File: config.mk
export PLATFORM = sky130hd
export DESIGN_NAME = chan_irq_ctrl
export DESIGN_NICKNAME = d
export VERILOG_FILES = /design/src/rtl/cic_pkg.sv /design/src/rtl/cic_cond_reg.sv /design/src/rtl/cic_save_fsm.sv /design/src/rtl/chan_irq_ctrl.sv
export SDC_FILE = /design/constraint.sdc
export NUM_CORES = 1
export LEC_CHECK = 0
export ABC_AREA = 1
export BUFFER_PORTS_ARGS = -buffer_cell sky130_fd_sc_hd__buf_2
export CAP_MARGIN = 20
export CORE_ASPECT_RATIO = 0.8
export CORE_UTILIZATION = 48
export CTS_BUF_LIST = sky130_fd_sc_hd__clkbuf_16
export CTS_CLUSTER_SIZE = 30
export DETAILED_ROUTE_END_ITERATION = 10
export PLACE_DENSITY_LB_ADDON = 0.3
export SETUP_SLACK_MARGIN = 0.4
export SLEW_MARGIN = 20
export SYNTH_ARGS = -nofsm -noshare
export SYNTH_HDL_FRONTEND = slang
export SYNTH_SLANG_ARGS = --single-unit
export TNS_END_PERCENT = 30
File: constraint.sdc
create_clock -name clk -period 3 [get_ports clk]
set_input_delay 0.45 -clock clk [delete_from_list [all_inputs] [get_ports clk]]
set_output_delay 0.45 -clock clk [all_outputs]
set_load 0.01 [all_outputs]
File: src/rtl/cic_pkg.sv
package cic_pkg;
  localparam int NCOND   = 6;
  localparam int B_IOCHK = 0;
  localparam int B_SEQCK = 1;
  localparam int B_UEND  = 2;
  localparam int B_ATN1  = 3;
  localparam int B_ATN2  = 4;
  localparam int B_ADPCK = 5;

  typedef enum logic [1:0] {
    SV_IDLE   = 2'd0,
    SV_WRITE  = 2'd1,
    SV_VECTOR = 2'd2
  } save_state_t;
endpackage

File: src/rtl/cic_cond_reg.sv
module cic_cond_reg #(
  parameter int NC = 6,
  parameter logic [NC-1:0] DEFER_BITS = 6'b000011,
  parameter logic [NC-1:0] DROP_IN_MODE = 6'b000001
) (
  input  logic          clk,
  input  logic          rst,
  input  logic [NC-1:0] cond_set,
  input  logic          mode,
  input  logic          xfer_active,
  input  logic          dev_end,
  input  logic          mask_we,
  input  logic [NC-1:0] mask_din,
  input  logic          clr_all,
  input  logic          clr_io,
  output logic [NC-1:0] cond_q,
  output logic          req
);
  logic [NC-1:0] mask_q;
  logic          hold_q;
  logic [NC-1:0] accept;
  logic [NC-1:0] cond_d;
  logic [NC-1:0] gate;

  always_comb begin
    accept = mode ? (cond_set & ~DROP_IN_MODE) : cond_set;
    cond_d = cond_q | accept;
    if (clr_io) cond_d = cond_d & ~DROP_IN_MODE;
    if (clr_all) cond_d = '0;
    gate = hold_q ? ~DEFER_BITS : {NC{1'b1}};
  end

  assign req = |(cond_q & mask_q & gate);

  always_ff @(posedge clk) begin
    if (rst) begin
      cond_q <= '0;
      mask_q <= '0;
      hold_q <= 1'b0;
    end else begin
      cond_q <= cond_d;
      if (mask_we) mask_q <= mask_din;
      if (clr_all || dev_end) hold_q <= 1'b0;
      else if (xfer_active && |(accept & DEFER_BITS)) hold_q <= 1'b1;
    end
  end
endmodule

File: src/rtl/cic_save_fsm.sv
module cic_save_fsm
  import cic_pkg::*;
#(
  parameter int AW = 15,
  parameter int DW = 36,
  parameter logic [AW-1:0] IL_ADDR = 15'h0040
) (
  input  logic          clk,
  input  logic          rst,
  input  logic          take,
  input  logic [AW-1:0] cc_in,
  input  logic [AW-1:0] ac_in,
  input  logic          mem_ack,
  output logic          mem_req,
  output logic [AW-1:0] mem_addr,
  output logic [DW-1:0] mem_wdata,
  output logic          redirect_valid,
  output logic [AW-1:0] redirect_addr,
  output logic          idle
);
  localparam int AC_LSB = DW - AW - 3;
  localparam logic [AW-1:0] VEC_ADDR = IL_ADDR + AW'(1);

  save_state_t st_q;
  logic [DW-1:0] pack;

  always_comb begin
    pack = '0;
    pack[AW-1:0] = cc_in;
    pack[AC_LSB +: AW] = ac_in;
  end

  assign idle = (st_q == SV_IDLE);

  always_ff @(posedge clk) begin
    if (rst) begin
      st_q           <= SV_IDLE;
      mem_req        <= 1'b0;
      mem_addr       <= '0;
      mem_wdata      <= '0;
      redirect_valid <= 1'b0;
      redirect_addr  <= '0;
    end else begin
      redirect_valid <= 1'b0;
      case (st_q)
        SV_IDLE: if (take) begin
          st_q      <= SV_WRITE;
          mem_req   <= 1'b1;
          mem_addr  <= IL_ADDR;
          mem_wdata <= pack;
        end
        SV_WRITE: if (mem_ack) begin
          st_q    <= SV_VECTOR;
          mem_req <= 1'b0;
        end
        SV_VECTOR: begin
          st_q           <= SV_IDLE;
          redirect_valid <= 1'b1;
          redirect_addr  <= VEC_ADDR;
        end
        default: st_q <= SV_IDLE;
      endcase
    end
  end
endmodule

File: src/rtl/chan_irq_ctrl.sv
module chan_irq_ctrl
  import cic_pkg::*;
#(
  parameter int AW = 15,
  parameter int DW = 36,
  parameter logic [AW-1:0] IL_ADDR = 15'h0040
) (
  input  logic             clk,
  input  logic             rst,
  input  logic [NCOND-1:0] cond_set,
  input  logic             xfer_active,
  input  logic             dev_end,
  input  logic             mask_we,
  input  logic [NCOND-1:0] mask_din,
  input  logic             trap_pend,
  input  logic             lip_exec,
  input  logic             cpu_clr_cond,
  input  logic             cpu_clr_exit,
  input  logic [AW-1:0]    cc_in,
  input  logic [AW-1:0]    ac_in,
  input  logic             mem_ack,
  output logic             mem_req,
  output logic [AW-1:0]    mem_addr,
  output logic [DW-1:0]    mem_wdata,
  output logic             redirect_valid,
  output logic [AW-1:0]    redirect_addr,
  output logic             int_mode,
  output logic [NCOND-1:0] cond
);
  localparam logic [NCOND-1:0] DEFER = NCOND'((1 << B_IOCHK) | (1 << B_SEQCK));
  localparam logic [NCOND-1:0] DROP  = NCOND'(1 << B_IOCHK);

  logic req, idle, take, exit_any;

  assign exit_any = lip_exec | cpu_clr_exit;
  assign take = req & ~int_mode & ~trap_pend & idle & ~exit_any;

  cic_cond_reg #(.NC(NCOND), .DEFER_BITS(DEFER), .DROP_IN_MODE(DROP)) u_cond (
    .clk(clk), .rst(rst), .cond_set(cond_set), .mode(int_mode),
    .xfer_active(xfer_active), .dev_end(dev_end),
    .mask_we(mask_we), .mask_din(mask_din),
    .clr_all(cpu_clr_cond | cpu_clr_exit), .clr_io(lip_exec),
    .cond_q(cond), .req(req)
  );

  cic_save_fsm #(.AW(AW), .DW(DW), .IL_ADDR(IL_ADDR)) u_save (
    .clk(clk), .rst(rst), .take(take), .cc_in(cc_in), .ac_in(ac_in),
    .mem_ack(mem_ack), .mem_req(mem_req), .mem_addr(mem_addr),
    .mem_wdata(mem_wdata), .redirect_valid(redirect_valid),
    .redirect_addr(redirect_addr), .idle(idle)
  );

  always_ff @(posedge clk) begin
    if (rst) int_mode <= 1'b0;
    else if (exit_any) int_mode <= 1'b0;
    else if (take) int_mode <= 1'b1;
  end
endmodule

# [Yosys cells after proc, flatten, opt, wreduce, memory -nomap -nowiden]
# Index checks and enable logic that the tools add are counted.
[totals] output_inout_bits=75 input_bits=52 elab_cells=49 regBits=50
[op_classes] reduce_logical=13 mux=9 bitwise_logic=12 eq_ne=4
[op_table] cell="AND 6 bit" count=2
[op_table] cell="OR reduction 2 bit" count=4
[op_table] cell="2-to-1 mux 2 bit" count=3
[op_table] cell="bitwise OR 6 bit" count=1
[op_table] cell="OR reduction 6 bit" count=1
[op_table] cell="AND 1 bit" count=4
[op_table] cell="2-to-1 mux 1 bit" count=4
[op_table] cell="one-hot mux 2 bit (2 select lines)" count=1
[op_table] cell="AND reduction 2 bit" count=2
[op_table] cell="inverter 1 bit" count=3
[op_table] cell="AND reduction 3 bit" count=1
[op_table] cell="OR reduction 3 bit" count=1
[op_table] cell="equality test 2 x 1 -> 1 bit, second input constant" count=1
[op_table] cell="equality test 2 bit, second input constant" count=1
[op_table] cell="zero test 2 bit" count=1
[op_table] cell="!= test 2 x 1 -> 1 bit, second input constant" count=1
[op_table] cell="!= test 2 bit, second input constant" count=1
[op_table] cell="bitwise OR 1 bit" count=2
[op_table] cell="one-hot mux 1 bit (2 select lines)" count=1
[op_table] cell="nonzero test 2 bit" count=1
[op_table] cell="logical AND 1 bit" count=1
[op_table] cell="logical OR 1 bit" count=1

# [Longest topological paths before layout]
[depth] word_depth=9 ltp_mapped=8

# [By module]
# Synthesis repeated with hierarchy kept, for this count alone.
[hier_totals] cells_unflattened=300 area_unflattened_um2=2318.5
[modules_own_cells] module="cic_save_fsm" cells_per_inst=223 area_per_inst_um2=1761.7 n_inst=1 seq_area_each_um2=720.7
[modules_own_cells] module="cic_cond_reg" cells_per_inst=66 area_per_inst_um2=488.0 n_inst=1 seq_area_each_um2=260.2
[modules_own_cells] module="chan_irq_ctrl" cells_per_inst=11 area_per_inst_um2=68.8 n_inst=1 seq_area_each_um2=20.0

# [Worst setup path before layout]
# OpenSTA, ideal clock, no wires.
[synth_timing] kind="input -> register" startpoint="input port cpu_clr_exit" endpoint="register u_save.mem_wdata[10]" t_arrival_ns=1.115 stages=7 setup_ns=0.115 setup_slack_ns=1.770 cell_sequence="nor2_2 -> nand2_2 -> nor2_8 -> buf_4 -> nand3_1 -> nand2_1 -> nor2_1"
[synth_via] elab_chain_len=4
[synth_lines] item="from (decl)" line_no="chan_irq_ctrl.sv:18" text="input logic cpu_clr_exit,"
[synth_lines] item="bitwise OR 1 bit" line_no="chan_irq_ctrl.sv:35" text="assign exit_any = lip_exec | cpu_clr_exit;"
[synth_lines] item="inverter 1 bit" line_no="chan_irq_ctrl.sv:36" text="assign take = req & ~int_mode & ~trap_pend & idle & ~exit_any;"
[synth_lines] item="AND 1 bit" line_no="chan_irq_ctrl.sv:36"
[synth_lines] item="AND reduction 2 bit (no source line)"
[synth_lines] item="to (signal assigned)" line_no="cic_save_fsm.sv:50" text="mem_wdata <= pack;"
[synth_lines] item="to (decl)" line_no="cic_save_fsm.sv:16" text="output logic [DW-1:0] mem_wdata,"
# No other way between the ends.
# A chain may end at the register's enable or synchronous reset.

# [Worst setup path in the final report]
[layout_timing] startpoint="register u_cond.cond_q[0]" endpoint="register u_save.mem_addr[6]"
[layout_via] elab_chain_len=8
[layout_lines] item="from (decl)" line_no="cic_cond_reg.sv:16" text="output logic [NC-1:0] cond_q,"
[layout_lines] item="from (signal assigned)" line_no="cic_cond_reg.sv:41" text="cond_q <= cond_d;"
[layout_lines] item="AND 6 bit (2 in a row)" line_no="cic_cond_reg.sv:33" text="assign req = |(cond_q & mask_q & gate);"
[layout_lines] item="OR reduction 6 bit" line_no="cic_cond_reg.sv:33"
[layout_lines] item="AND 1 bit (4 in a row)" line_no="chan_irq_ctrl.sv:36"
[layout_lines] item="AND reduction 2 bit (no source line)"
[layout_lines] item="to (signal assigned)" line_no="cic_save_fsm.sv:39" text="mem_addr <= '0;"
[layout_lines] item="to (signal assigned)" line_no="cic_save_fsm.sv:49" text="mem_addr <= IL_ADDR;"
[layout_lines] item="to (decl)" line_no="cic_save_fsm.sv:15" text="output logic [AW-1:0] mem_addr,"
# No other way between the ends.

==> results_dict.tcl <==
set metrics [dict create \
    antenna_found_initial 0 \
    dieWidth_um 80.1 \
    rr_worst_depth 6 \
    period_needed_ns 1.83 \
    layout_setup_ws_ns 1.17 \
    grt_max_degree 62 \
    slew_violations 0 \
    yosysSeqAreaShare_pct 42.7 \
    crit_start "u_cond.cond_q[0]" \
    syn-cell-area_sq_um 2340 \
    reg2reg_setup_slack_ns 1.17 \
    floorplan.die_area_sq_um 5160 \
    holdPathStages 2 \
    dr.first_iter.drc_count 89 \
    fmax_mhz 548 \
    crit_fanout 61 \
    postLayoutCellArea_sq_um 2780 \
    grt_overflow 0 \
    port_buffers 93 \
    cts_max_level 2 \
    multi_input_area_sq_um 947 \
    io_pins 127 \
    regToRegEndpoint "u_save.mem_addr[6]" \
    std_cell_rows 22 \
    hold_path.class "input port to flop" \
    fin_nets 462 \
    grt_pass1_wl_mm 7.58 \
    clock_path_buffers 2 \
    cts_setup_buffers 0 \
    first_pass_iters 4 \
    cts_sinks 50 \
    synth_top_cells_by_area "dfxtp_1 43%, buf_4 12%, nor2_1 9.0%, nand2_1 8.0%, a21oi_1 7.7%" \
    cp.required_ns 3.22 \
    clk_pin_slew_ns 0.06 \
    critical_path_class "flop to flop" \
    grt_pass1_vias 1784 \
    rsz0062_at_grt "no" \
    regArea_sq_um 1000 \
    gp_congestion 0.902 \
    leakage_nw 1.52 \
    grtUsageTotal_pct 18.9 \
    power.density_nw_per_um2 485 \
    root_buffer "clkbuf_16" \
    yosysTopAreaCell "dfxtp_1" \
    clock_latency_ns 0.28 \
    ant_nets 0 \
    finalSetupViolCount 0 \
    syn_area_per_cell_sq_um 7.16 \
    yosys_warnings 0 \
    dp_slack_ns 1.11 \
    vias_per_cell 4.48 \
    min_from "dev_end" \
    finalNonFillerCells 471 \
    start_util_pct 50.6 \
    layout_commonest_cell "buf_2" \
    power_mw 1.35 \
    drive_above_1_share_pct 25.1 \
    status "finished clean" \
    post-place-cells 463 \
    wl_mm 4.58 \
    ys_types 15 \
    diodes 0 \
    hold_slack_ns 0.327 \
    ir_worst_vdd_mv 0.293 \
    end_kind "flop" \
    mostFrequentLayoutCells "93 x buf_2, 56 x nor2_1, 50 x dfxtp_1" \
    hold_viol 0 \
    place_area_sq_um 2640 \
    drv_cap 0 \
    fin_crit_sh_pct 60.9 \
    cp-start-kind "flop" \
    synth_seq_cells 50 \
    num_vias 2110 \
    cts_tree "done" \
    cts_resized 0 \
    fin_skew_ns 0.00604 \
    reg2reg_from "u_cond.cond_q[0]" \
    drc 0 \
    final_util_pct 60.1 \
    synthCells 327 \
    wl_per_cell_um 9.72 \
    dp_hpwl_mm 3.25 \
    worstPathArrival_ns 2.04 \
    core-area_sq_um 4620 \
    cts_buffers 5 \
    postCtsHoldBufs 0 \
    holdPathEnd "u_cond.hold_q" \
    fillers 457 \
    worst-slew-pin-transition_ns 1.03 \
    tns_ns 0 \
    syn_to_final_growth_pct 18.6 \
    slew-limit-headroom_pct 31.0 \
    synth_top_area_share_pct 42.7 \
    die_h_um 64.5 \
]
[worst max-delay path by stage]
stage	endpoint	slack, ns	cells past startpoint
after global routing	int_mode	0.89	6
after detailed placement	u_save.mem_req	1.11	6
after CTS	u_save.mem_addr[6]	1.17	6
after global placement	u_save.mem_req	1.17	6
final	u_save.mem_addr[6]	1.17	6
after floorplan	u_save.mem_wdata[10]	1.77	7
[power by group]
| part | switching (mW) | leakage (nW) | total (mW) | internal, mW |
|---|---|---|---|---|
| registers | 0.00681 | 0.405 | 0.684 | 0.677 |
| logic | 0.0918 | 1.05 | 0.142 | 0.0503 |
| clock network | 0.220 | 0.0663 | 0.520 | 0.300 |
[state kept, by name (all words and copies together), names as in the netlist, 2 cells and up]
signal / cells
u_cond.mask_q: 6
u_save.mem_wdata: 30
u_save.st_q: 2
u_cond.cond_q: 6
[area by class of cell]
type | count | area share [%]
Sequential cell | 50 | 36.0
Multi-Input combinational cell | 220 | 34.1
Timing Repair Buffer | 94 | 17.0
Inverter | 39 | 5.27
Clock buffer | 5 | 4.50
Tap cell | 60 | 2.70
Clock inverter | 3 | 0.405
[logic make-up (layout without fill, tap and decap cells)]
kind of cell           Yosys count  in the layout  synth area share [%]
and+or+nand+nor                143            143                  25.6
other                            1             33                 0.160
AOI/OAI and AO/OA               44             44                  9.40
DFF                             50             50                  42.7
buffers and inverters           89            141                  22.1
[synthesized netlist by cell type]
| cell | number |
|---|---|
| o21ai_0 | 8 |
| nor2_1 | 56 |
| buf_4 | 38 |
| nand2_1 | 50 |
| dfxtp_1 | 50 |
| nor2_8 | 1 |
| buf_2 | 8 |
| a21oi_1 | 36 |
| nand2_2 | 1 |
| nor3_1 | 3 |
| inv_1 | 39 |
| conb_1 | 1 |
| buf_6 | 4 |
| nand3_1 | 31 |
| nor2_2 | 1 |
[worst max-delay path, stage by stage, from the launching register on]
cell	delay, ns
dfxtp_1	0.37
nand2_1	0.08
nand2_1	0.06
nand2_1	0.05
nand2_2	0.73
nand2_1	0.27
a21oi_1	0.20
[metal layers]
metal | global-route usage, % | routed length, um | up-vias
li1 | - | - | 1110
met1 | 23.9 | 2190 | 924
met2 | 31.2 | 2070 | 72
met3 | 4.79 | 267 | 4
met4 | 6.92 | 54 | 0
met5 | 0 | 0 | -
No activity file was read; power rests on OpenSTA's default activity.
